## config.mk

```make
export PLATFORM = sky130hd
export DESIGN_NAME = buf_stream_writer
export DESIGN_NICKNAME = d
export VERILOG_FILES = /design/src/rtl/wr_ctl_pkg.sv /design/src/rtl/wr_word_counter.sv /design/src/rtl/wr_gap_timer.sv /design/src/rtl/buf_stream_writer.sv
export SDC_FILE = /design/constraint.sdc
export NUM_CORES = 1
export LEC_CHECK = 0
export ABC_AREA = 1
export BUFFER_PORTS_ARGS = -buffer_cell sky130_fd_sc_hd__buf_2
export CAP_MARGIN = 30
export CORE_MARGIN = 4
export CORE_UTILIZATION = 50
export CTS_BUF_LIST = sky130_fd_sc_hd__clkbuf_2 sky130_fd_sc_hd__clkbuf_4 sky130_fd_sc_hd__clkbuf_8
export CTS_CLUSTER_DIAMETER = 50
export CTS_CLUSTER_SIZE = 25
export DETAILED_ROUTE_END_ITERATION = 12
export GPL_ROUTABILITY_DRIVEN = 0
export PLACE_DENSITY = 0.82
export SLEW_MARGIN = 40
export SYNTH_ARGS = -nofsm -noshare
export SYNTH_HDL_FRONTEND = slang
export SYNTH_SLANG_ARGS = --single-unit
```

## constraint.sdc

```tcl
create_clock -name clk -period 1.7 [get_ports clk]
set_input_delay 0.255 -clock clk [delete_from_list [all_inputs] [get_ports clk]]
set_output_delay 0.255 -clock clk [all_outputs]
set_load 0.02 [all_outputs]
```

## src/rtl/wr_ctl_pkg.sv

```systemverilog
package wr_ctl_pkg;

  typedef enum logic [1:0] {
    ST_IDLE  = 2'd0,
    ST_DRIVE = 2'd1,
    ST_GAP   = 2'd2
  } wr_state_t;

  // width needed to hold values 0..limit-1
  function automatic int unsigned cnt_width(input int unsigned limit);
    return (limit > 1) ? $clog2(limit) : 1;
  endfunction

  // which slave buffer a ring word count falls into
  function automatic int unsigned buf_of_word(input int unsigned ring_words,
                                               input int unsigned per_buf);
    return ring_words / per_buf;
  endfunction

endpackage

```

## src/rtl/wr_word_counter.sv

```systemverilog
module wr_word_counter #(
  parameter int unsigned LIMIT = 256
) (
  input  logic                                   clk,
  input  logic                                   rst,
  input  logic                                   inc,
  input  logic                                   clr,
  output logic [wr_ctl_pkg::cnt_width(LIMIT)-1:0] count,
  output logic                                   at_last
);
  localparam int unsigned CW = wr_ctl_pkg::cnt_width(LIMIT);
  localparam logic [CW-1:0] LAST = CW'(LIMIT - 1);

  always_ff @(posedge clk) begin
    if (rst || clr) count <= '0;
    else if (inc)   count <= count + 1'b1;
  end

  assign at_last = (count == LAST);

  assert_cnt_bound_R2: assert property (@(posedge clk) disable iff (rst)
    count <= LAST);
endmodule

```

## src/rtl/wr_gap_timer.sv

```systemverilog
module wr_gap_timer #(
  parameter int unsigned CYCLES = 2000
) (
  input  logic clk,
  input  logic rst,
  input  logic run,
  output logic expired
);
  localparam int unsigned TW = wr_ctl_pkg::cnt_width(CYCLES);
  localparam logic [TW-1:0] TLAST = TW'(CYCLES - 1);

  logic [TW-1:0] ticks;

  always_ff @(posedge clk) begin
    if (rst || !run || expired) ticks <= '0;
    else                        ticks <= ticks + 1'b1;
  end

  assign expired = run && (ticks == TLAST);

  assert_gap_bound_R3: assert property (@(posedge clk) disable iff (rst)
    ticks <= TLAST);
endmodule

```

## src/rtl/buf_stream_writer.sv

```systemverilog
module buf_stream_writer #(
  parameter int unsigned WORD_W        = 32,
  parameter int unsigned BUF_WORDS     = 256,
  parameter int unsigned NUM_BUFS      = 8,
  parameter int unsigned SWITCH_CYCLES = 2000
) (
  input  logic                        clk,
  input  logic                        rst,
  input  logic [WORD_W-1:0]           src_data,
  input  logic                        src_valid,
  output logic                        src_ready,
  output logic [WORD_W-1:0]           bus_data,
  output logic                        bus_wr,
  input  logic                        slv_buf_avail,
  output logic [$clog2(NUM_BUFS)-1:0] buf_index,
  output logic                        buf_done
);
  import wr_ctl_pkg::*;

  localparam int unsigned RING_WORDS = BUF_WORDS * NUM_BUFS;
  localparam int unsigned BCW        = cnt_width(BUF_WORDS);
  localparam int unsigned RCW        = cnt_width(RING_WORDS);
  localparam int unsigned IDX_W      = $clog2(NUM_BUFS);

  wr_state_t state, state_nx;
  logic [BCW-1:0] buf_cnt;
  logic [RCW-1:0] ring_cnt;
  logic buf_last, ring_last, gap_expired;

  // named events shared by the logic and the assertions
  logic word_xfer, buf_end_evt, ring_end_evt;

  assign src_ready    = (state == ST_DRIVE);
  assign word_xfer    = src_ready && src_valid;
  assign buf_end_evt  = word_xfer && buf_last;
  assign ring_end_evt = word_xfer && ring_last;
  assign bus_wr       = word_xfer;
  assign bus_data     = word_xfer ? src_data : '0;

  wr_word_counter #(.LIMIT(BUF_WORDS)) u_buf_cnt (
    .clk(clk), .rst(rst), .inc(word_xfer), .clr(buf_end_evt),
    .count(buf_cnt), .at_last(buf_last));

  wr_word_counter #(.LIMIT(RING_WORDS)) u_ring_cnt (
    .clk(clk), .rst(rst), .inc(word_xfer), .clr(ring_end_evt),
    .count(ring_cnt), .at_last(ring_last));

  wr_gap_timer #(.CYCLES(SWITCH_CYCLES)) u_gap (
    .clk(clk), .rst(rst), .run(state == ST_GAP), .expired(gap_expired));

  always_comb begin
    state_nx = state;
    unique case (state)
      ST_IDLE:  if (slv_buf_avail) state_nx = ST_DRIVE;
      ST_DRIVE: begin
        if (ring_end_evt)     state_nx = ST_IDLE;   // ring end wins
        else if (buf_end_evt) state_nx = ST_GAP;
      end
      ST_GAP:   if (gap_expired) state_nx = ST_DRIVE;
      default:  state_nx = ST_IDLE;
    endcase
  end

  always_ff @(posedge clk) begin
    if (rst) begin
      state    <= ST_IDLE;
      buf_done <= 1'b0;
    end else begin
      state    <= state_nx;
      buf_done <= buf_end_evt;
    end
  end

  assign buf_index = IDX_W'(buf_of_word(32'(ring_cnt), BUF_WORDS));

  // ---- assertions ----
  assert_gap_entry_R3: assert property (@(posedge clk) disable iff (rst)
    (buf_end_evt && !ring_end_evt) |=> (state == ST_GAP) && !src_ready && buf_cnt == '0);

  assert_gap_quiet_R3: assert property (@(posedge clk) disable iff (rst)
    (state == ST_GAP) |-> !bus_wr);

  assert_ring_idle_R4: assert property (@(posedge clk) disable iff (rst)
    ring_end_evt |=> (state == ST_IDLE) && ring_cnt == '0 && buf_cnt == '0);

  assert_start_on_flag_R5: assert property (@(posedge clk) disable iff (rst)
    $rose(src_ready) |-> ($past(slv_buf_avail) || $past(state == ST_GAP)));

  assert_hold_empty_R2: assert property (@(posedge clk) disable iff (rst)
    (src_ready && !src_valid) |=> $stable(ring_cnt) && $stable(buf_cnt));

  assert_index_range_R6: assert property (@(posedge clk) disable iff (rst)
    32'(buf_index) < NUM_BUFS);

  assert_done_pulse_R7: assert property (@(posedge clk) disable iff (rst)
    buf_done |=> !buf_done);
endmodule

```

Yosys cells after proc, flatten, opt, wreduce, memory -nomap -nowiden
Cells that the tools add are included.
W data, S select, Z words.
{"block": "classes", "bitwise_logic": 0, "div_mod_pow": 0, "shift": 0, "n_mux": 6, "multipliers": 0, "eq_ne": 8, "reduce_logical": 11, "add_sub_neg": 3, "magnitude_cmp": 0}
{"op": "$mux W32", "n": 1}
{"op": "$add A11 B1 Y11 const B", "n": 2}
{"op": "$eq A11 B11 Y1 const B", "n": 2}
{"op": "$add A8 B1 Y8 const B", "n": 1}
{"op": "$eq A8 B8 Y1 const B", "n": 1}
{"op": "$mux W2", "n": 4}
{"op": "$pmux W2 S3", "n": 1}
{"op": "$logic_and A1 B1 Y1", "n": 4}
{"op": "$logic_or A1 B1 Y1", "n": 4}
{"op": "$ne A2 B2 Y1 const B", "n": 2}
{"op": "$ne A3 B1 Y1 const B", "n": 1}
{"op": "$reduce_and A3 Y1", "n": 1}
{"op": "$eq A2 B1 Y1 const B", "n": 1}
{"op": "$eq A2 B2 Y1 const B", "n": 1}
{"op": "$logic_not A2 Y1", "n": 1}
{"op": "$logic_not A1 Y1", "n": 1}
{"block": "word_totals", "mem_bits_ro": 0, "word_cells": 33, "ramBits": 0, "latch_bits": 0, "output_inout_bits": 38, "in_bits": 36, "register_bits": 33, "mem_count": 0}

Longest topological paths before layout
{"block": "depth", "word_depth": 6, "ltp_mapped": 10, "depth_no_buf": 10}

Hierarchy
A second synthesis with hierarchy kept.
{"block": "unflattened", "cells_unflattened": 295, "area_unflattened_um2": 1949.4}
{"module": "wr_gap_timer", "cells_each": 73, "area_each_um2": 561.8, "instances": 1, "seq_area_each_um2": 220.2}
{"module": "wr_word_counter at u_ring_cnt", "cells_each": 74, "area_each_um2": 550.5, "instances": 1, "seq_area_each_um2": 220.2}
{"module": "buf_stream_writer", "cells_each": 95, "area_each_um2": 456.7, "instances": 1, "seq_area_each_um2": 60.1}
{"module": "wr_word_counter at u_buf_cnt", "cells_each": 53, "area_each_um2": 380.4, "instances": 1, "seq_area_each_um2": 160.2}

Worst setup path after synthesis
Ideal clock, no wire load.
{"block": "synth_path", "kind": "flip-flop to output port", "startpoint": "reg state[1]", "endpoint": "out bus_data[10]", "t_arrival_ps": 1201, "path_stages_with_launch": 6, "setup_slack_ps": 244, "path_buffers": 2, "required_time_ps": 1445, "cell_sequence": "dfxtp_1 -> inv_1 -> nand3_4 -> buf_2 -> buf_1 -> nor2_1"}
{"block": "synth_between", "elab_chain_len": 3}
{"item": "start: declaration", "line": "buf_stream_writer.sv:25", "source": "wr_state_t state, state_nx;"}
{"item": "start signal: assignment", "line": "buf_stream_writer.sv:69", "source": "state <= state_nx;"}
{"item": "$eq A2 B1 Y1", "line": "buf_stream_writer.sv:33", "source": "assign src_ready = (state == ST_DRIVE);"}
{"item": "$logic_and A1 B1 Y1", "line": "buf_stream_writer.sv:34", "source": "assign word_xfer = src_ready && src_valid;"}
{"item": "$mux W32", "line": "buf_stream_writer.sv:38", "source": "assign bus_data = word_xfer ? src_data : '0;"}
{"item": "end: declaration", "line": "buf_stream_writer.sv:12", "source": "output logic [WORD_W-1:0] bus_data,"}
No other way between the ends.

Final worst setup path
Same ends and word-level chain as after synthesis.

==> impl_results.md <==
* Status: finished, violations left
* Die ar. at 4620 um^2
* DRC viols at 0
* Die H at 68.0 um
* Slew margin rel. at 82.1%
* Leakage power at 1.27 nW
* Max Transition Viols Final at 0
* Flops & latches, synth at 33
* Nature of the critical path endpoint: primary output
* Switching part of the total at 38.3%
* Sequential share of power at 37.6%
* Die Wd at between 60 and 70 um
* Final period util at 100%
* Antenna-violating nets left at 0
* Clk sinks at 33
* Bufs on Longest Clock Path at 2
* Max Cap Viol at 0
* Skew final at 0.0115 ns
* Final worst slack at -0.00545 ns
* Post-CTS Hold Fix Bufs at 0
* Mapped Area at 1800 um^2
* GRT Util Overall at roughly a fifth
* Std-Cell Rows at 21
* Final hold vios at 0
* Iter 0 DRT Violations at ~100
* Internal power at 1.42 mW
* F_max at around 0.6 GHz
* Mean Syn Cell Area at 6.35 um^2
* Arr. time, crit path at 1.45 ns
* Initial antenna violation count at 0
* Routed wire length at 5280 um
* Seq/Total Area, Yosys at a little under two fifths
* Antenna Cells at 0
* Setup Total Neg Slack at -0.00545 ns
* WL/cell at 12.8 um
* Count of different cell masters after synthesis at 27
* Crit path largest cell delay at 0.33 ns
* Ys Warns at 0
* Root Driver: clkbuf_4
* Worst Setup Start Kind: flip-flop
* Total number of vias at 1974
* Starting density of the core at 52.6%
* P_sw at 0.882 mW
* Pin count of the biggest net entering global routing at 38
* Clock latency on the worst-skew pair at 0.35 ns
* Final Util at between 70% and 80%
* Design Power at 2.30 mW
* Layout area overhead at 39.2%
* Core ar. at 3420 um^2
* Worst hold path startpoint: rst
* R2r startpoint: state[1]
* Commonest non-fill, non-tap cell in the layout: inv_1
* Vias per cell at 4.77
* Hold Path Class: in2reg
* Peak VDD IR at just over 0.7 mV
* Grt ovf at 0
* Logic pwr share at between 40% and 50%
* CTS buffer count at 5
* Setup-failing EPs final at 1
* Reg2reg path depth at 9
* CP required at 1.44 ns
* RSZ-0062 raised after global routing: true
* Clock network power share at 19.0%
* Port bufs at 73
* H-tree depth at 2
* Layout Nets at 406
* Syn nets at 322
* First-pass GRT wire length at 6670 um
* Io pins at 74
* Detailed Routing Iterations Pass 1 at 4
* WHS at 0.136 ns
* Failing checks: setup timing
* Syn Inst Count at between 200 and 300
* Final min period at 1.71 ns
* Fraction of layout cells with a size suffix above 1 at 33.7%
* Slew at the pin closest to its max-slew limit at 0.268 ns
* CP startpoint: state[1]
* Critical path endpoint: bus_data[10]
* Vias in the first global route at 1618
* Setup CP Type: reg2out
* Dpl hpwl at 3390 um
* Worst R2R End: u_buf_cnt.count[6]
* Max stage delay cell, worst path: dfxtp_2
* Critical-path maximum fanout at 10
* Commonest non-fill, non-tap cells in the layout: inv_1, nor2_1, buf_2
* R2r setup slk at 0.08 ns
* CTS tree: yes
* Critical-path cell list: inv_2 > nand3_4 > clkbuf_16 > buf_6 > nor2_1 > buf_4
* Power Dens Cells at 921 nW/um^2
* Reg clk slew, reported paths at 0.09 ns
-- timing repair --
item                       4_1_cts  5_1_grt
setup endpoints to repair        2       23
cloned                           0        2
pin swaps                        0        0
gates resized for setup          5       48
buffers inserted                 0        6
-- state kept, by name, indices dropped and copies added (netlist names) --
| register | count |
|---|---|
| u_buf_cnt.count | 8 |
| u_ring_cnt.count | 11 |
| state | 2 |
| u_gap.ticks | 11 |
| buf_done | 1 |
-- logic make-up after synthesis --
| family | Yosys count | synth area share [%] |
|---|---|---|
| flip-flops | 33 | 36.7 |
| adder cells (fa/ha/maj) | 3 | 2.09 |
| AND/OR/NAND/NOR | 150 | 36.1 |
| XOR/XNOR | 9 | 4.38 |
| AO/OA/AOI/OAI | 19 | 5.50 |
| buffers and inverters | 69 | 15.2 |
-- worst max-delay path: cells and delay by family, from the launching register on --
family | cells | cell delay [ns]
buffers and inverters | 4 | 0.55
flip-flops | 1 | 0.33
AND/OR/NAND/NOR | 2 | 0.22
-- cell type report --
type                       count  area, um^2
multi-input combinational    181         917
tap                           46        57.6
inverter                      61         229
sequential                    33         666
clock buffer                   6        45.0
timing repair buffer          85         579
clock inverter                 2        10.0
fill                         265         912
-- synth_stat cells, drive strengths merged --
cell type / count / area [um^2]
nor2: 75 / 292
inv: 61 / 229
nand2: 44 / 168
dfxtp: 33 / 661
nand3: 15 / 87.6
a21oi: 12 / 60.1
nor3: 9 / 50.1
buf: 8 / 43.8
xor2: 7 / 61.3
o21ai: 5 / 25.0
ha: 3 / 37.5
nor3b: 3 / 27.5
or2: 3 / 18.8
xnor2: 2 / 17.5
a31oi: 1 / 6.26
nand4: 1 / 6.26
o21bai: 1 / 7.51
-- worst min path at each step --
stage | to | slack, ns | cells past startpoint
6_report | buf_done | 0.14 | 2
5_1_grt | buf_done | 0.12 | 2
4_1_cts | buf_done | 0.12 | 2
3_5_place_dp | u_gap.ticks[0] | 0.44 | 1
3_3_place_gp | u_gap.ticks[0] | 0.43 | 1
2_1_floorplan | buf_done | 0.33 | 1
-- through the flow --
stage	instance area, um^2	setup slack [ns]	cells
floorplan	1800	0.244	283
global placement	2220	0.311	398
detailed placement	2220	0.252	398
CTS	2280	0.0371	406
global route	2500	-0.0582	414
finish	2500	-0.00545	414
-- power by group through the flow --
stage | Clock, mW | Combinational, mW | Sequential [mW]
floorplan | 0 | 0.502 | 0.864
global placement | 0 | 0.742 | 0.869
detailed placement | 0 | 0.743 | 0.872
CTS | 0.454 | 0.751 | 0.858
global route | 0.493 | 1.09 | 0.872
finish | 0.439 | 1.00 | 0.866
-- layer usage --
| layer | track usage, % | share of wire, % | wire length [um] |
|---|---|---|---|
| met5 | 0 | 0 | 0 |
| met4 | 8.19 | 2.2 | 117 |
| met3 | 7.72 | 11 | 557 |
| met2 | 35.1 | 48 | 2540 |
| met1 | 20.5 | 39 | 2070 |
Power figures use the tool's default switching activity.
